$ cat src/rtl/bbs_pkg.sv
package bbs_pkg;
  // Beat position markers carried alongside each output word.
  typedef struct packed {
    logic sob;
    logic eob;
  } bbs_mark_t;
endpackage

$ cat src/rtl/bbs_store.sv
// Circular word storage: one write port, one registered read port,
// written so that a block RAM can be inferred.
module bbs_store #(
  parameter int DATA_W = 16,
  parameter int DEPTH  = 16,
  parameter int AW     = 4
) (
  input  logic              clk,
  input  logic              wr_en,
  input  logic [AW-1:0]     wr_addr,
  input  logic [DATA_W-1:0] wr_data,
  input  logic              rd_en,
  input  logic [AW-1:0]     rd_addr,
  output logic [DATA_W-1:0] rd_data
);
  logic [DATA_W-1:0] mem [DEPTH];

  always_ff @(posedge clk) begin
    if (wr_en) mem[wr_addr] <= wr_data;
    if (rd_en) rd_data <= mem[rd_addr];
  end
endmodule

$ cat src/rtl/bbs_occ.sv
// Pointer and occupancy tracking, write acceptance and sticky overflow.
module bbs_occ #(
  parameter int DEPTH = 16,
  parameter int AW    = 4,
  parameter int CNT_W = 5
) (
  input  logic             clk,
  input  logic             rst,
  input  logic             push_req,
  input  logic             pop,
  output logic             push_ok,
  output logic [AW-1:0]    wr_ptr,
  output logic [AW-1:0]    rd_ptr,
  output logic [CNT_W-1:0] count,
  output logic             overflow
);
  localparam logic [CNT_W-1:0] FULL_CNT = CNT_W'(DEPTH);
  localparam logic [AW-1:0]    LAST_IDX = AW'(DEPTH - 1);

  logic          full;
  logic [AW-1:0] wr_nxt;
  logic [AW-1:0] rd_nxt;

  assign full    = (count == FULL_CNT);
  assign push_ok = push_req && !full;

  generate
    if ((DEPTH & (DEPTH - 1)) == 0) begin : g_pow2_wrap
      assign wr_nxt = wr_ptr + 1'b1;
      assign rd_nxt = rd_ptr + 1'b1;
    end else begin : g_cmp_wrap
      assign wr_nxt = (wr_ptr == LAST_IDX) ? '0 : wr_ptr + 1'b1;
      assign rd_nxt = (rd_ptr == LAST_IDX) ? '0 : rd_ptr + 1'b1;
    end
  endgenerate

  always_ff @(posedge clk) begin
    if (rst) begin
      wr_ptr   <= '0;
      rd_ptr   <= '0;
      count    <= '0;
      overflow <= 1'b0;
    end else begin
      if (push_ok) wr_ptr <= wr_nxt;
      if (pop)     rd_ptr <= rd_nxt;
      case ({push_ok, pop})
        2'b10:   count <= count + 1'b1;
        2'b01:   count <= count - 1'b1;
        default: count <= count;
      endcase
      if (push_req && full) overflow <= 1'b1;
    end
  end


  occ_bound_chk: assert property (@(posedge clk) disable iff (rst)
    count <= FULL_CNT);


  occ_hold_chk: assert property (@(posedge clk) disable iff (rst)
    (push_req && pop && !full) |=> (count == $past(count)));


  ovf_sticky_chk: assert property (@(posedge clk) disable iff (rst)
    overflow |=> overflow);
endmodule

$ cat src/rtl/bbs_burst.sv
// Block word counter: decides when to read and marks block boundaries.
module bbs_burst #(
  parameter int BLOCK_LEN = 8,
  parameter int CNT_W     = 5,
  parameter int BW        = 3
) (
  input  logic             clk,
  input  logic             rst,
  input  logic [CNT_W-1:0] count,
  output logic             pop,
  output logic             first,
  output logic             last
);
  localparam logic [CNT_W-1:0] HALF_CNT = CNT_W'(BLOCK_LEN);
  localparam logic [BW-1:0]    END_IDX  = BW'(BLOCK_LEN - 1);

  logic [BW-1:0] idx;
  logic          running;

  assign running = (idx != '0);
  assign pop     = running || (count >= HALF_CNT);
  assign first   = pop && !running;
  assign last    = pop && (idx == END_IDX);

  always_ff @(posedge clk) begin
    if (rst) begin
      idx <= '0;
    end else if (pop) begin
      idx <= last ? '0 : idx + 1'b1;
    end
  end


  no_underflow_chk: assert property (@(posedge clk) disable iff (rst)
    pop |-> (count != '0));
endmodule

$ cat src/rtl/blk_burst_sender.sv
module blk_burst_sender
  import bbs_pkg::*;
#(
  parameter int DATA_W    = 16,
  parameter int BLOCK_LEN = 8
) (
  input  logic                                 clk,
  input  logic                                 rst,
  input  logic                                 in_valid,
  input  logic [DATA_W-1:0]                    in_data,
  output logic                                 out_valid,
  output logic [DATA_W-1:0]                    out_data,
  output logic                                 out_sob,
  output logic                                 out_eob,
  output logic [$clog2(2*BLOCK_LEN+1)-1:0]     occupancy,
  output logic                                 overflow
);
  localparam int DEPTH = 2 * BLOCK_LEN;
  localparam int AW    = $clog2(DEPTH);
  localparam int CNT_W = $clog2(DEPTH + 1);
  localparam int BW    = (BLOCK_LEN > 1) ? $clog2(BLOCK_LEN) : 1;
  localparam logic [CNT_W-1:0] HALF_CNT = CNT_W'(BLOCK_LEN);

  logic             push_ok;
  logic             pop;
  logic             first;
  logic             last;
  logic [AW-1:0]    wr_ptr;
  logic [AW-1:0]    rd_ptr;
  logic [CNT_W-1:0] count;
  bbs_mark_t        mark_q;

  bbs_occ #(.DEPTH(DEPTH), .AW(AW), .CNT_W(CNT_W)) occ_i (
    .clk      (clk),
    .rst      (rst),
    .push_req (in_valid),
    .pop      (pop),
    .push_ok  (push_ok),
    .wr_ptr   (wr_ptr),
    .rd_ptr   (rd_ptr),
    .count    (count),
    .overflow (overflow)
  );

  bbs_burst #(.BLOCK_LEN(BLOCK_LEN), .CNT_W(CNT_W), .BW(BW)) burst_i (
    .clk   (clk),
    .rst   (rst),
    .count (count),
    .pop   (pop),
    .first (first),
    .last  (last)
  );

  bbs_store #(.DATA_W(DATA_W), .DEPTH(DEPTH), .AW(AW)) store_i (
    .clk     (clk),
    .wr_en   (push_ok),
    .wr_addr (wr_ptr),
    .wr_data (in_data),
    .rd_en   (pop),
    .rd_addr (rd_ptr),
    .rd_data (out_data)
  );

  always_ff @(posedge clk) begin
    if (rst) begin
      out_valid <= 1'b0;
      mark_q    <= '0;
    end else begin
      out_valid <= pop;
      mark_q    <= '{sob: first, eob: last};
    end
  end

  assign out_sob   = mark_q.sob;
  assign out_eob   = mark_q.eob;
  assign occupancy = count;


  sob_first_chk: assert property (@(posedge clk) disable iff (rst)
    $rose(out_valid) |-> out_sob);


  mid_block_chk: assert property (@(posedge clk) disable iff (rst)
    (out_valid && !out_eob) |=> (out_valid && !out_sob));


  idle_quiet_chk: assert property (@(posedge clk) disable iff (rst)
    ((!out_valid || out_eob) && (occupancy < HALF_CNT)) |=> !out_valid);


  half_start_chk: assert property (@(posedge clk) disable iff (rst)
    ((!out_valid || out_eob) && (occupancy >= HALF_CNT)) |=> (out_valid && out_sob));
endmodule

$ cat config.mk
export PLATFORM = sky130hd
export DESIGN_NAME = blk_burst_sender
export DESIGN_NICKNAME = d
export VERILOG_FILES = /design/src/rtl/bbs_pkg.sv /design/src/rtl/bbs_store.sv /design/src/rtl/bbs_occ.sv /design/src/rtl/bbs_burst.sv /design/src/rtl/blk_burst_sender.sv
export SDC_FILE = /design/constraint.sdc
export NUM_CORES = 1
export LEC_CHECK = 0
export BUFFER_PORTS_ARGS = -buffer_cell sky130_fd_sc_hd__clkbuf_2
export CAP_MARGIN = 10
export CORE_AREA = 4 4 125 217
export CTS_CLUSTER_SIZE = 8
export DETAILED_ROUTE_END_ITERATION = 7
export DIE_AREA = 0 0 129 221
export GPL_TIMING_DRIVEN = 0
export PLACE_DENSITY = 0.63
export SKIP_CTS_REPAIR_TIMING = 1
export SYNTH_ARGS = -nofsm -noshare
export SYNTH_HDL_FRONTEND = slang
export SYNTH_HIERARCHICAL = 1
export SYNTH_SLANG_ARGS = --single-unit
$ cat constraint.sdc
create_clock -name clk -period 3.2 [get_ports clk]
set_clock_uncertainty 0.05 [all_clocks]
set_input_delay 0.48 -clock clk [delete_from_list [all_inputs] [get_ports clk]]
set_output_delay 0.48 -clock clk [all_outputs]
set_load 0.01 [all_outputs]
==> run summary <==
Detailed Route WL - 24.89 mm
CTS Buf Count - 42
Starting DRT DRC Count - 515
CP Max Fanout - 6
TritonCTS clock tree - yes
M1 GR Usage - 20.79%
Worst setup margin - 0.2622 ns
Seq cells post-synth - 292
Mapped Area - 11230 um^2
Worst hold endpoint - out_eob
Yosys warns - 6
Async S/R FF share, synth - 0%
Worst hold path stage count - 2
Diode count - 0
P&R area growth vs syn - 20.15%
Synth unique cells - 43
CP required - 3.54 ns
Worst Tran Pin Value - 0.8855 ns
Die height - 221 um
CP peak stage delay - 0.54 ns
Outcome - complete, no violations
Starting Density - 44.50%
H-tree lvl count - 2
Final global-route overflow total - 0
Die width - 129 um
Pin count of the biggest net entering global routing - 23
Post-synth EDFFs - 272
Hold Path Class - in2reg
Final HPWL DP - 16.12 mm
Initial antenna violation count - 0
First-pass GRT wire length - 37.40 mm
Die area - 28510 um^2
Final Hold Fails - 0
Critical path capture point type - register
Share of the synthesized area in the top cell type - 72.71%
CP cell instances - or4b_4 -> o21ai_4 -> ha_1 -> inv_1 -> fa_1 -> nor2b_1 -> o22ai_1 -> mux2i_1 -> mux2_2
WP buf/inv - 1
Post-synthesis sequential area ratio - 76.28%
Core box area - 25240 um^2
Flop2flop setup slack - 0.26 ns
Syn Nets - 566
RSZ-0062 raised after global routing - no
Clk_lat worst skew - 0.51 ns
Reg clk slew, reported paths - 0.05 ns
P_leak - 4.503 nW
TNS Setup - 0 ns
DRC viols - 0
Peak supply drop - 0.0005658 V
Total power - 11.06 mW
Final Max Tran Viols - 0
Clock Tree Buf Depth - 3
Final Setup Violations - 0
Synth Area per Inst - 20.92 um^2
Most numerous cell in the Yosys netlist - edfxtp_1
Clock period minus worst slack - 2.938 ns
Fin crit share - 91.81%
CTS Root Cell - clkbuf_16
Count of max-cap constraint violations - 0
Min-delay src - rst
Top delay family on crit path - simple AND/OR/NAND/NOR gates
Gr usage total - 17.91%
Area leader, netlist - edfxtp_1
Fin util - 53.47%
Global route hottest layer - met2
Share of layout cells above drive strength 1 - 30.72%
Number of global-route vias before repair - 6183
DRT Pass-1 Iters - 4
Ports - 44
Final net count - 676
WL/cell - 25.40 um
Met3 usage - 2.703%
Worst r2r path cells - 9
P per Cell Area - 819.6 nW/um^2
Via/cell ratio - 5.661
Gpl congestion - 0.7762
Top_reg_cell synth - edfxtp_1
Fmax - 340.4 MHz
Critical path's slowest cell - or4b_4
RR Endpoint - occ_i/count[4]
DRT antenna net count - 0
Area contributors post-synth - edfxtp_1 (73%), mux4_2 (11%), dfxtp_1 (3.6%)
CTS sink cnt - 292
Critical path arrival - 3.28 ns
Cells after Synth - 537
Setup Crit Path Kind - reg2reg
IO buf count - 43
Critical Path Source Type - register
Max_slew headroom - 40.97%
Num rows - 77
Place WS - -0.5347 ns
R2R Path Start - occ_i/count[4]
Vias - 5548
Met2 usage - 32.64%
Most frequent cells after synthesis - edfxtp_1 (272), mux4_2 (54), a22oi_1 (32), nor2_1 (32), dfxtp_1 (20)
[final cells by class]
class	count	area [um^2]
clock buffer	61	1207
sequential	292	8568
timing repair buffer	66	606.8
fill	1956	11750
inverter	7	30.03
tap	316	395.4
buffer	24	150.1
multi-input combinational	214	2539
[sequential cells by signal, summed over array words and instances, names as in the netlist]
register,cells
burst_i/idx,3
out_eob,1
out_valid,1
occ_i/overflow,1
store_i/rd_data,16
occ_i/rd_ptr,4
occ_i/wr_ptr,4
out_sob,1
occ_i/count,5
store_i/mem,256
[cell families (layout without fill, tap and decap cells)]
logic type / count (synthesis) / count (layout) / synth area share (%)
AOI/OAI and AO/OA: 41 / 41 / 2.718
xor gates and xnor gates: 7 / 7 / 0.5458
adders and majority gates: 10 / 10 / 1.181
buffers and inverters: 31 / 158 / 1.570
DFF: 292 / 292 / 76.28
muxes: 70 / 70 / 13.76
and+or+nand+nor: 86 / 86 / 3.954
[how the worst max path moves through the flow]
stage | to | depth (start not counted) | start | slack [ns]
detailed placement | occ_i/count[4] | 11 | burst_i/idx[0] | -0.53
CTS | occ_i/count[4] | 11 | burst_i/idx[0] | -0.55
global placement | store_i/mem[0][7] | 5 | occ_i/count[3] | -1.05
finish | occ_i/count[4] | 9 | occ_i/count[4] | 0.26
global route | occ_i/count[4] | 9 | occ_i/count[4] | 0.07
floorplan | store_i/mem[0][0] | 5 | occ_i/count[3] | 0.26
[cell usage in the layout (no fill, tap or decap), drive strengths merged, types with 9 or more instances in the layout]
| cell type | synthesis | routed |
|---|---|---|
| dfxtp | 20 | 20 |
| nor2b | 9 | 9 |
| clkbuf | 9 | 113 |
| buf | 15 | 38 |
| edfxtp | 272 | 272 |
| nand2 | 19 | 19 |
| nor2 | 32 | 32 |
| a22oi | 32 | 32 |
| ha | 9 | 9 |
| mux4 | 64 | 64 |
[per-layer routing]
metal | wire length (um) | vias to the layer above
met5 | 0 | -
met4 | 804 | 0
met3 | 1043 | 55
met2 | 13980 | 159
met1 | 9061 | 2908
li1 | - | 2426
[through the flow]
stage                     area (um^2)  instances  hold slack [ns]
after floorplan                 11230        537           0.4179
after global placement          11840        896           0.4155
after detailed placement        12240        916           0.4384
after CTS                       13450        977           0.2024
after global routing            13500        980           0.2301
final                           13500        980           0.2224
[where the power goes]
group / internal, mW / switching [mW]
Sequential: 4.51 / 0.117
Combinational: 1.13 / 1.29
Clock: 2.56 / 1.45
Total: 8.21 / 2.85
Note: power is estimated with default switching activity, not from simulation.
